[config.mk]
export PLATFORM = sky130hd
export DESIGN_NAME = host_page_port
export DESIGN_NICKNAME = d
export VERILOG_FILES = /design/src/rtl/host_page_port.sv
export SDC_FILE = /design/constraint.sdc
export NUM_CORES = 1
export LEC_CHECK = 0
export BUFFER_PORTS_ARGS = -buffer_cell sky130_fd_sc_hd__buf_2
export CAP_MARGIN = 30
export CORE_MARGIN = 2
export CORE_UTILIZATION = 48
export DETAILED_ROUTE_END_ITERATION = 8
export PLACE_DENSITY_LB_ADDON = 0.2
export SYNTH_ARGS = -nofsm -noshare
export SYNTH_HDL_FRONTEND = slang
export SYNTH_SLANG_ARGS = --single-unit
[constraint.sdc]
create_clock -name clk -period 2.19 [get_ports clk]
set_input_delay 0.219 -clock clk [delete_from_list [all_inputs] [get_ports clk]]
set_output_delay 0.219 -clock clk [all_outputs]
set_load 0.03 [all_outputs]
[src/rtl/host_page_port.sv]
module host_page_port #(
  parameter int SYNC_STAGES = 2,
  parameter int DATA_W      = 8,
  parameter int CHAN_W      = 5,
  parameter int STREAM_W    = 2
) (
  input  logic                clk,
  input  logic                rst_n,
  input  logic                cs_n,
  input  logic                ds,
  input  logic                rw,
  input  logic [CHAN_W:0]     addr,
  input  logic [DATA_W-1:0]   host_din,
  output logic [DATA_W-1:0]   host_dout,
  output logic                host_doe,
  output logic                ack_n,
  output logic                req,
  output logic                req_wr,
  output logic [1:0]          req_mem,
  output logic [STREAM_W-1:0] req_stream,
  output logic [CHAN_W-1:0]   req_chan,
  output logic [DATA_W-1:0]   req_wdata,
  input  logic                gnt,
  input  logic [DATA_W-1:0]   core_rdata
);
  localparam int MSEL_LO = 3;
  localparam int MSEL_HI = 4;

  typedef enum logic [1:0] {S_IDLE, S_HOLD, S_REQ, S_ACK} state_t;

  state_t              state;
  logic [SYNC_STAGES-1:0] sync;
  logic [DATA_W-1:0]   page, rbuf, wbuf;
  logic [CHAN_W-1:0]   chan;
  logic                rd;
  logic                act;

  assign act = sync[SYNC_STAGES-1];

  always_ff @(posedge clk or negedge rst_n)
    if (!rst_n) sync <= '0;
    else        sync <= {sync[SYNC_STAGES-2:0], ~cs_n & ds};

  always_ff @(posedge clk or negedge rst_n) begin
    if (!rst_n) begin
      state <= S_IDLE;
      page  <= '0;
      rbuf  <= '0;
      wbuf  <= '0;
      chan  <= '0;
      rd    <= 1'b0;
    end else begin
      case (state)
        S_IDLE: if (act) begin
          rd   <= rw;
          chan <= addr[CHAN_W-1:0];
          wbuf <= host_din;
          if (!addr[CHAN_W]) begin
            if (!rw) begin
              page  <= host_din;
              state <= S_ACK;
            end else begin
              rbuf  <= page;
              state <= S_HOLD;
            end
          end else if (!rw && page[MSEL_HI]) begin
            state <= S_HOLD;
          end else begin
            state <= S_REQ;
          end
        end
        S_HOLD: state <= S_ACK;
        S_REQ: if (gnt) begin
          if (rd) rbuf <= core_rdata;
          state <= S_ACK;
        end
        S_ACK: if (!act) state <= S_IDLE;
        default: state <= S_IDLE;
      endcase
    end
  end

  assign ack_n      = (state != S_ACK);
  assign host_doe   = (state == S_ACK) && rd;
  assign host_dout  = rbuf;
  assign req        = (state == S_REQ);
  assign req_wr     = ~rd;
  assign req_mem    = page[MSEL_HI] ? 2'd2 : {1'b0, page[MSEL_LO]};
  assign req_stream = page[STREAM_W-1:0];
  assign req_chan   = chan;
  assign req_wdata  = wbuf;

  a_r6_ack_after_gnt: assert property (@(posedge clk) disable iff (!rst_n)
    ($fell(ack_n) && $past(req)) |-> $past(gnt));
  a_r6_req_held: assert property (@(posedge clk) disable iff (!rst_n)
    (req && !gnt) |=> req);
  a_r7_ack_kept: assert property (@(posedge clk) disable iff (!rst_n)
    (!ack_n && act) |=> !ack_n);
  a_r8_no_dm_write: assert property (@(posedge clk) disable iff (!rst_n)
    req |-> !(req_wr && req_mem == 2'd2));
  a_r9_no_req_in_ack: assert property (@(posedge clk) disable iff (!rst_n)
    !ack_n |-> !req);
endmodule

==> run summary, run 1 <==
Hold Path Cell Cnt = 2
Final worst slack = 0.372 ns
Area share of fa/ha/maj cells after synthesis = 0.0323
Total Routing Usage GR = 0.182
Die area = 3700 sq um
Lkg Pwr = 0.948 nW
Top cell type's share of synthesized area = 0.549
Setup bufs post-CTS = 0
Vias in the first global route = 1014
Placed insts = 203
Post-synthesis sequential area ratio = 0.549
Internal cell power = 1.73 mW
Layout area overhead = 23.4%
Post-route ant nets = 0
Clock tree buffer depth = 2
Simple-Gate Fraction of Synth Area = 0.0436
Fin. max-slew vios = 0
Fill count = 278
Yosys Warn Count = 0
Syn Nets = 138
Crit start category = flip-flop
CP endpoint kind = flip-flop
Crit Path Category = flip-flop to flip-flop
Post-DP HPWL = 2210 um
Max-cap violations = 0
Area contributors post-synth = dfrtp_1 55%, mux2_2 28%, ha_1 3.2%
Ant. Diodes = 0
CP peak stage delay = 0.41 ns
DRC = 0
Worst-Margin Slew = 0.738 ns
DRT Pass-1 Iters = 4
Required time of the critical path = 2.40 ns
Die Span X = 60.8 um
Min cycle time layout = 1.82 ns
Compound-Gate Fraction of Synth Area = 0.0283
Final Cycle Share = 0.830
Sw Share = 0.436
Worst-path maximum fanout = 8
Status = finished, final reports clean
Layout cells sized above 1 = 0.629
Num Clock Sinks = 34
Routed len/inst = 14.0 um
Multiplexer share of the synthesized area = 0.302
R2R Setup Slk = 0.37 ns
Syn_area_per_cell = 14.6 sq um
Largest family of logic cells by synthesized area = multiplexers
Clock Power Share = 0.102
Filler-free cell count of the finished design = 211
Setup-failing EPs final = 0
Setup TNS = 0 ns
Distinct cells, synth = 20
Yosys top cell by area = dfrtp_1
Total gr overflow = 0
Initial antenna violation count = 0
Critical path data arrival time = 2.03 ns
FF-to-FF End = host_dout[5]
Wirelength, routed = 2960 um
Reg2Reg Depth = 5
NetSw = 1.34 mW
Post-place setup slack = 0.349 ns
Worst hold endpoint = sync[0]
#FFs+latches synth = 34
HP Start = cs_n
CP max stage cell = a221oi_4
Hold Crit Class = primary input to flip-flop
Clock transition at path regs = 0.09 ns
Initial DRC Count = 39
Final hold viol count = 0
Power per cell area = 1600 nW/um^2
Largest net degree at the start of global routing = 35
Starting Density = 0.507
Gp weighted congestion = 0.720
R2R Path Start = state[0]
Fmax = 0.550 GHz
Cell Rows = 20
Clock Latency Late Sink = 0.33 ns
Via Count = 1029
RSZ-0062 raised after global routing = false
Final clock skew = 0.0104 ns
Die Y-Extent = 60.8 um
Post-synthesis xor/xnor area fraction = 0
Worst path cell trace = inv_1 -> ha_1 -> mux2i_1 -> a221oi_4 -> mux2_2
CTS root buffer = clkbuf_4
Synth Cell Area = 1550 sq um
CTS tree = yes
Boundary Pins = 57
Worst vdd ir = 0.000675 V
First-pass GRT wire length = 4740 um
TritonCTS Buffers = 5
Synth Instances = 106
CORE AREA = 3050 sq um
Final core occ = 0.626
Combinational power share = 0.544
Sequential fraction of design power = 0.354
Vias/cell = 4.88
CTS H-tree depth = 2
Max-slew headroom = 0.508
Final-stage net count = 199
Number of port buffers = 56
cells in the mapped netlist (all sizes together):
library cell / instances
nand2b: 1
nor2: 1
buf: 6
dfrtp: 34
mux2i: 4
inv: 5
mux2: 38
nand3b: 1
and2b: 1
a221oi: 1
nand2: 3
ha: 4
o22ai: 1
nor3: 1
o21ai: 1
a31oi: 1
nor2b: 3
layer usage:
metal  vias to the layer above  track usage  wire (um)
li1                        487            -          -
met1                       504        0.226       1220
met2                        34        0.293       1550
met3                         4       0.0682        169
met4                         0       0.0652         20
met5                         -            0          0
state kept, by name (all words and copies together) (netlist names):
register   cells
req_chan       5
rd             1
state          2
host_dout      8
req_wdata      8
sync           2
page           8
power by group through the flow:
stage / logic, mW / registers, mW / clock network [mW]
floorplan: 0.916 / 1.46 / 0
global placement: 1.64 / 1.08 / 0
detailed placement: 1.68 / 1.10 / 0
CTS: 1.69 / 1.09 / 0.330
global route: 1.78 / 1.13 / 0.352
finish: 1.66 / 1.08 / 0.313
area by class of cell:
cell class / instances / area, sq um / area share
inverters: 5 / 18.8 / 0.00982
repair buffers: 60 / 313 / 0.164
well taps: 44 / 55.1 / 0.0288
clock buffers: 7 / 45.0 / 0.0236
multi-input cells: 61 / 629 / 0.329
flip-flops and latches: 34 / 851 / 0.445
kinds of logic after synthesis:
logic type / after synthesis
DFF: 34
AOI/OAI and AO/OA: 4
adders and majority gates: 4
muxes: 42
buffers and inverters: 11
and+or+nand+nor: 11
worst max path at each step:
| stage | cells after the start | start | endpoint | slack (ns) |
|---|---|---|---|---|
| floorplan | 5 | state[0] | host_dout[0] | 0.32 |
| global placement | 5 | state[0] | host_dout[2] | 0.43 |
| detailed placement | 5 | state[0] | host_dout[4] | 0.35 |
| CTS | 5 | state[0] | host_dout[5] | 0.34 |
| global route | 5 | state[0] | host_dout[5] | 0.22 |
| finish | 5 | state[0] | host_dout[5] | 0.37 |
what timing repair did:
action / CTS / global route
endpoints found under the hold margin: 34 / 0
hold buffers: 1 / 0
setup endpoints to repair: 0 / 0
resized for setup: 0 / 0
through the flow:
step                      hold slack [ns]  total power [mW]  instance area, sq um
after floorplan                   -0.0766              2.38                  1550
after global placement              0.315              2.72                  1860
after detailed placement            0.325              2.78                  1860
after CTS                          0.0132              3.11                  1910
after global routing               0.0369              3.27                  1910
final                              0.0322              3.06                  1910
critical path: cells and delay by family (launching register included):
kind                       cells  cell delay [ns]
muxes                          2             0.52
AOI/OAI and AO/OA              1             0.41
DFF                            1             0.39
adders and majority gates      1             0.26
buffers and inverters          1             0.12
cells in the final DEF (no fill, tap or decap):
cell type,instances
buf_2,56
mux2_2,38
dfrtp_1,34
inv_1,5
clkbuf_4,5
mux2i_1,4
ha_1,4
nor2b_1,3
buf_4,3
nand2_1,2
clkbuf_1,2
nor2_1,1
nand2_2,1
nand2b_1,1
a221oi_4,1
nor3_2,1
and2b_1,1
o22ai_1,1
o21ai_0,1
nand3b_1,1
a31oi_1,1
dlygate4sd3_1,1
Note: power is estimated with default switching activity, not from simulation.
==> run 2: changes to the inputs <==
- CORE_UTILIZATION: 48 -> 44
- clock period: 2.19 -> 1.48 ns (I/O delays scaled with it)
==> run summary, run 2 (same netlist as run 1, synthesis figures left out) <==
Failing checks = negative setup slack
Setup TNS = -3.06 ns (was 0 ns)
First-pass GRT wire length = 5660 um (was 4740 um)
Die area = 4010 sq um (was 3700 sq um)
Clock transition at path regs = 0.13 ns (was 0.09 ns)
Cell Rows = 21 (was 20)
Fin. max-slew vios = 0 (unchanged)
Post-DP HPWL = 2440 um (was 2210 um)
Largest net degree at the start of global routing = 25 (was 35)
Crit start category = flip-flop (unchanged)
Post-route ant nets = 0 (unchanged)
Layout area overhead = 42.2% (was 23.4%)
CTS tree = yes (unchanged)
Die Span X = 63.3 um (was 60.8 um)
Lkg Pwr = 1.07 nW (was 0.948 nW)
CORE AREA = 3360 sq um (was 3050 sq um)
Number of port buffers = 56 (unchanged)
Status = finished with violations (was finished, final reports clean)
DRT Pass-1 Iters = 4 (unchanged)
Worst vdd ir = 0.00130 V (was 0.000675 V)
Die Y-Extent = 63.3 um (was 60.8 um)
Final clock skew = 0.0264 ns (was 0.0104 ns)
RSZ-0062 raised after global routing = true (was false)
Required time of the critical path = 1.74 ns (was 2.40 ns)
Routed len/inst = 14.8 um (was 14.0 um)
Finished Cell Area = 2200 sq um (was 1910 sq um)
Hold Crit Class = primary input to flip-flop (unchanged)
Crit Path Category = flip-flop to flip-flop (unchanged)
Critical Path Start = state[1] (was state[0])
CP endpoint kind = flip-flop (unchanged)
Initial DRC Count = 36 (was 39)
Power Total = 5.52 mW (was 3.06 mW)
Vias in the first global route = 1197 (was 1014)
Critical path data arrival time = 1.93 ns (was 2.03 ns)
Ant. Diodes = 0 (unchanged)
Commonest non-fill, non-tap cell in the layout = buf_2 (unchanged)
Initial antenna violation count = 0 (unchanged)
Worst-path maximum fanout = 5 (was 8)
Final Cycle Share = 1.13 (was 0.830)
Total gr overflow = 0 (unchanged)
Fill count = 273 (was 278)
Placed insts = 211 (was 203)
Leading cell types in the layout, fill and taps excluded = 53 x buf_2, 34 x dfrtp_1, 27 x mux2_2, 11 x mux2_4, 8 x buf_4 (was 56 x buf_2, 38 x mux2_2, 34 x dfrtp_1, 5 x inv_1, 5 x clkbuf_4)
Total Routing Usage GR = 0.187 (was 0.182)
Max-cap violations = 0 (unchanged)
Placed cell area = 1950 sq um (was 1860 sq um)
Min cycle time layout = 1.67 ns (was 1.82 ns)
R2R Path Start = state[1] (was state[0])
Layout cells sized above 1 = 0.713 (was 0.629)
Final-stage net count = 209 (was 199)
Wirelength, routed = 3320 um (was 2960 um)
Boundary Pins = 57 (unchanged)
Worst-Margin Slew = 0.532 ns (was 0.738 ns)
Fmax = 0.601 GHz (was 0.550 GHz)
Gp weighted congestion = 0.760 (was 0.720)
DRC = 0 (unchanged)
Filler-free cell count of the finished design = 224 (was 211)
CTS H-tree depth = 2 (unchanged)
CTS root buffer = clkbuf_4 (unchanged)
Clock tree buffer depth = 2 (unchanged)
Num Clock Sinks = 34 (unchanged)
Clock Latency Late Sink = 0.36 ns (was 0.33 ns)
HP Start = host_din[1] (was cs_n)
TritonCTS Buffers = 5 (unchanged)
Final worst slack = -0.185 ns (was 0.372 ns)
Setup-failing EPs final = 31 (was 0)
Vias/cell = 4.80 (was 4.88)
Power per cell area = 2510 nW/um^2 (was 1600 nW/um^2)
Final hold viol count = 0 (unchanged)
Via Count = 1075 (was 1029)
Max-slew headroom = 0.645 (was 0.508)
Starting Density = 0.461 (was 0.507)
==> run 2: changes by cell type in the layout (fill, tap and decap cells not counted), moves of 4 or more <==
cell	previous run	this run
mux2_2	38	27
mux2_4	0	11
buf_6	0	6
buf_4	3	8
ha_1	4	0
==> run 2: final timing paths <==
check	to	slack, ns	cells after the start
hold / removal	page[1]	0.02	2
setup reg to reg	host_dout[2]	-0.19	6
setup / recovery	host_dout[2]	-0.19	6
max in group asynchronous	host_dout[7]	0.61	3
min in group asynchronous	state[1]	0.30	2
hold reg to reg	sync[1]	0.36	0
==> run 2: report_power, final <==
part           switching (mW)  leakage, nW  internal, mW
registers               0.260        0.412          1.37
logic                    1.63        0.602          1.40
clock network           0.337       0.0554         0.528
==> run 2: metal layers <==
layer	GRT usage	wire, um
met1	0.224	1470
met2	0.303	1590
met3	0.0643	188
met4	0.0897	75
met5	0	0
==> run 2: what timing repair did <==
| item | CTS | global route |
|---|---|---|
| setup buffers | 3 | 0 |
| endpoints found under the hold margin | 24 | 0 |
| pin swaps | 2 | 0 |
| gates resized for setup | 22 | 5 |
| setup endpoints to repair | 33 | 35 |
| hold buffers | 2 | 0 |
| gates cloned | 0 | 0 |
==> run 2: area by class of cell <==
cell class	instances	area, sq um	area share
clock buffers	5	37.5	0.0170
flip-flops and latches	34	851	0.386
multi-input cells	61	736	0.334
clock inverters	3	68.8	0.0313
well taps	46	57.6	0.0261
inverters	5	18.8	0.00852
repair buffers	70	433	0.197
==> run 2: worst max-delay path, stage by stage, from the launching register on <==
cell	delay, ns
dfrtp_1	0.40
inv_2	0.08
ha_4	0.17
mux2i_4	0.18
a221oi_4	0.25
buf_6	0.18
mux2_4	0.30
==> run 2: through the flow <==
step,setup WS (ns),hold slack [ns],utilization
after floorplan,-0.188,-0.148,-
after global placement,-0.141,0.152,0.581
after detailed placement,-0.235,0.156,0.581
after CTS,-0.182,0.00581,0.651
after global routing,-0.248,0.00314,0.655
final,-0.185,0.0189,0.655
==> run 3: changes to the inputs <==
- CORE_UTILIZATION: 44 -> 24
- PLACE_DENSITY_LB_ADDON: 0.2 -> default
==> run summary, run 3 (same netlist as run 1, synthesis figures left out) <==
Ant. Diodes = 0 (unchanged)
Filler-free cell count of the finished design = 258 (was 224)
Final clock skew = 0.00586 ns (was 0.0264 ns)
First-pass GRT wire length = 5630 um (was 5660 um)
Max-slew headroom = 0.702 (was 0.645)
Worst vdd ir = 0.000916 V (was 0.00130 V)
Critical path data arrival time = 1.78 ns (was 1.93 ns)
Post-DP HPWL = 2570 um (was 2440 um)
Failing checks = negative setup slack (unchanged)
Clock transition at path regs = 0.07 ns (was 0.13 ns)
CP peak stage delay = 0.36 ns (was 0.40 ns)
Fill count = 649 (was 273)
CTS tree = yes (unchanged)
HP Start = addr[4] (was host_din[1])
DRC = 0 (unchanged)
Fmax = 0.619 GHz (was 0.601 GHz)
R2R Setup Slk = -0.14 ns (was -0.19 ns)
Initial DRC Count = 59 (was 36)
Reg area = 851 sq um (unchanged)
Post-route ant nets = 0 (unchanged)
Layout area overhead = 40.8% (was 42.2%)
Finished Cell Area = 2180 sq um (was 2200 sq um)
Hold Crit Class = primary input to flip-flop (unchanged)
CORE AREA = 6280 sq um (was 3360 sq um)
Critical Path Start = state[0] (was state[1])
Clock tree buffer depth = 2 (unchanged)
Die area = 7110 sq um (was 4010 sq um)
Initial antenna violation count = 0 (unchanged)
CP endpoint kind = flip-flop (unchanged)
Die Y-Extent = 84.3 um (was 63.3 um)
Commonest non-fill, non-tap cell in the layout = buf_2 (unchanged)
FF-to-FF End = host_dout[0] (was host_dout[2])
Final-stage net count = 212 (was 209)
Max-cap violations = 0 (unchanged)
Number of buffers and inverters on the critical path = 2 (unchanged)
Delay-heaviest family, CP = multiplexers (unchanged)
Setup TNS = -1.75 ns (was -3.06 ns)
Power per cell area = 2360 nW/um^2 (was 2510 nW/um^2)
RSZ-0062 raised after global routing = true (unchanged)
Required time of the critical path = 1.65 ns (was 1.74 ns)
Power Total = 5.14 mW (was 5.52 mW)
Crit start category = flip-flop (unchanged)
Leading cell types in the layout, fill and taps excluded = 53 x buf_2, 34 x mux2_2, 34 x dfrtp_1, 12 x buf_4, 6 x clkbuf_8 (was 53 x buf_2, 34 x dfrtp_1, 27 x mux2_2, 11 x mux2_4, 8 x buf_4)
Lkg Pwr = 1.06 nW (was 1.07 nW)
Total Routing Usage GR = 0.103 (was 0.187)
Gp weighted congestion = 0.796 (was 0.760)
TritonCTS Buffers = 5 (unchanged)
Worst-path maximum fanout = 5 (unchanged)
Number of port buffers = 56 (unchanged)
CP max stage cell = dfrtp_1 (unchanged)
Num Clock Sinks = 34 (unchanged)
Final core occ = 0.347 (was 0.655)
Placed insts = 246 (was 211)
R2R Path Start = state[0] (was state[1])
Placed cell area = 2010 sq um (was 1950 sq um)
Total gr overflow = 0 (unchanged)
CTS H-tree depth = 2 (unchanged)
Boundary Pins = 57 (unchanged)
Hold Path Cell Cnt = 2 (unchanged)
Final hold viol count = 0 (unchanged)
Largest net degree at the start of global routing = 35 (was 25)
Die Span X = 84.3 um (was 63.3 um)
Setup-failing EPs final = 16 (was 31)
CTS root buffer = clkbuf_8 (was clkbuf_4)
Worst path cell trace = inv_2 -> ha_2 -> mux2i_2 -> a221oi_4 -> buf_6 -> mux2_2 (was inv_2 -> ha_4 -> mux2i_4 -> a221oi_4 -> buf_6 -> mux2_4)
Reg2Reg Depth = 6 (unchanged)
Vias in the first global route = 1079 (was 1197)
Vias/cell = 4.15 (was 4.80)
Routed len/inst = 13.1 um (was 14.8 um)
Layout cells sized above 1 = 0.696 (was 0.713)
Area of the multi-input gates = 672 sq um (was 736 sq um)
Final worst slack = -0.135 ns (was -0.185 ns)
Worst hold endpoint = req_chan[4] (was page[1])
Worst-Margin Slew = 0.448 ns (was 0.532 ns)
Cell Rows = 29 (was 21)
Fin. max-slew vios = 0 (unchanged)
Crit Path Category = flip-flop to flip-flop (unchanged)
Final Cycle Share = 1.09 (was 1.13)
Wirelength, routed = 3390 um (was 3320 um)
Min cycle time layout = 1.62 ns (was 1.67 ns)
Clock Latency Late Sink = 0.28 ns (was 0.36 ns)
Via Count = 1070 (was 1075)
Status = finished with violations (unchanged)
DRT Pass-1 Iters = 4 (unchanged)
Starting Density = 0.247 (was 0.461)
## run 3: metal layers
layer / routed length, um / track usage / vias up
met4: 52 / 0.0346 / 0
met1: 1570 / 0.140 / 514
met3: 183 / 0.0324 / 7
met2: 1580 / 0.154 / 33
met5: 0 / 0 / -
li1: - / - / 516
## run 3: worst max path at each step
stage                   end  cells after the start
6_report       host_dout[0]                      6
5_1_grt        host_dout[0]                      6
4_1_cts        host_dout[4]                      6
3_5_place_dp   host_dout[7]                      6
3_3_place_gp   host_dout[0]                      6
2_1_floorplan  host_dout[0]                      4
## run 3: final cells by class
| class | instances | area share |
|---|---|---|
| inverter | 5 | 0.00861 |
| clock inverter | 1 | 0.00229 |
| timing repair buffer | 73 | 0.207 |
| clock buffer | 7 | 0.0396 |
| multi-input combinational | 61 | 0.308 |
| sequential | 34 | 0.390 |
| tap | 77 | 0.0442 |
## run 3: per-stage QoR
step                      setup WS [ns]  hold slack (ns)
after detailed placement         -0.182            0.214
after global routing             -0.251           0.0863
final                            -0.135           0.0932
after global placement           -0.162            0.212
after CTS                        -0.134         0.000455
after floorplan                  -0.188           -0.148
## run 3: repair_timing
action,4_1_cts,5_1_grt
setup endpoints to repair,30,35
hold buffers,1,1
resized for setup,7,9
hold endpoints to repair,34,1
pin swaps,1,0
buffers inserted,2,0
gates cloned,0,0
## run 3: report_power, final
group	internal [mW]	switching, mW	total (mW)
registers	1.37	0.251	1.62
logic	1.30	1.53	2.82
clock network	0.375	0.322	0.697
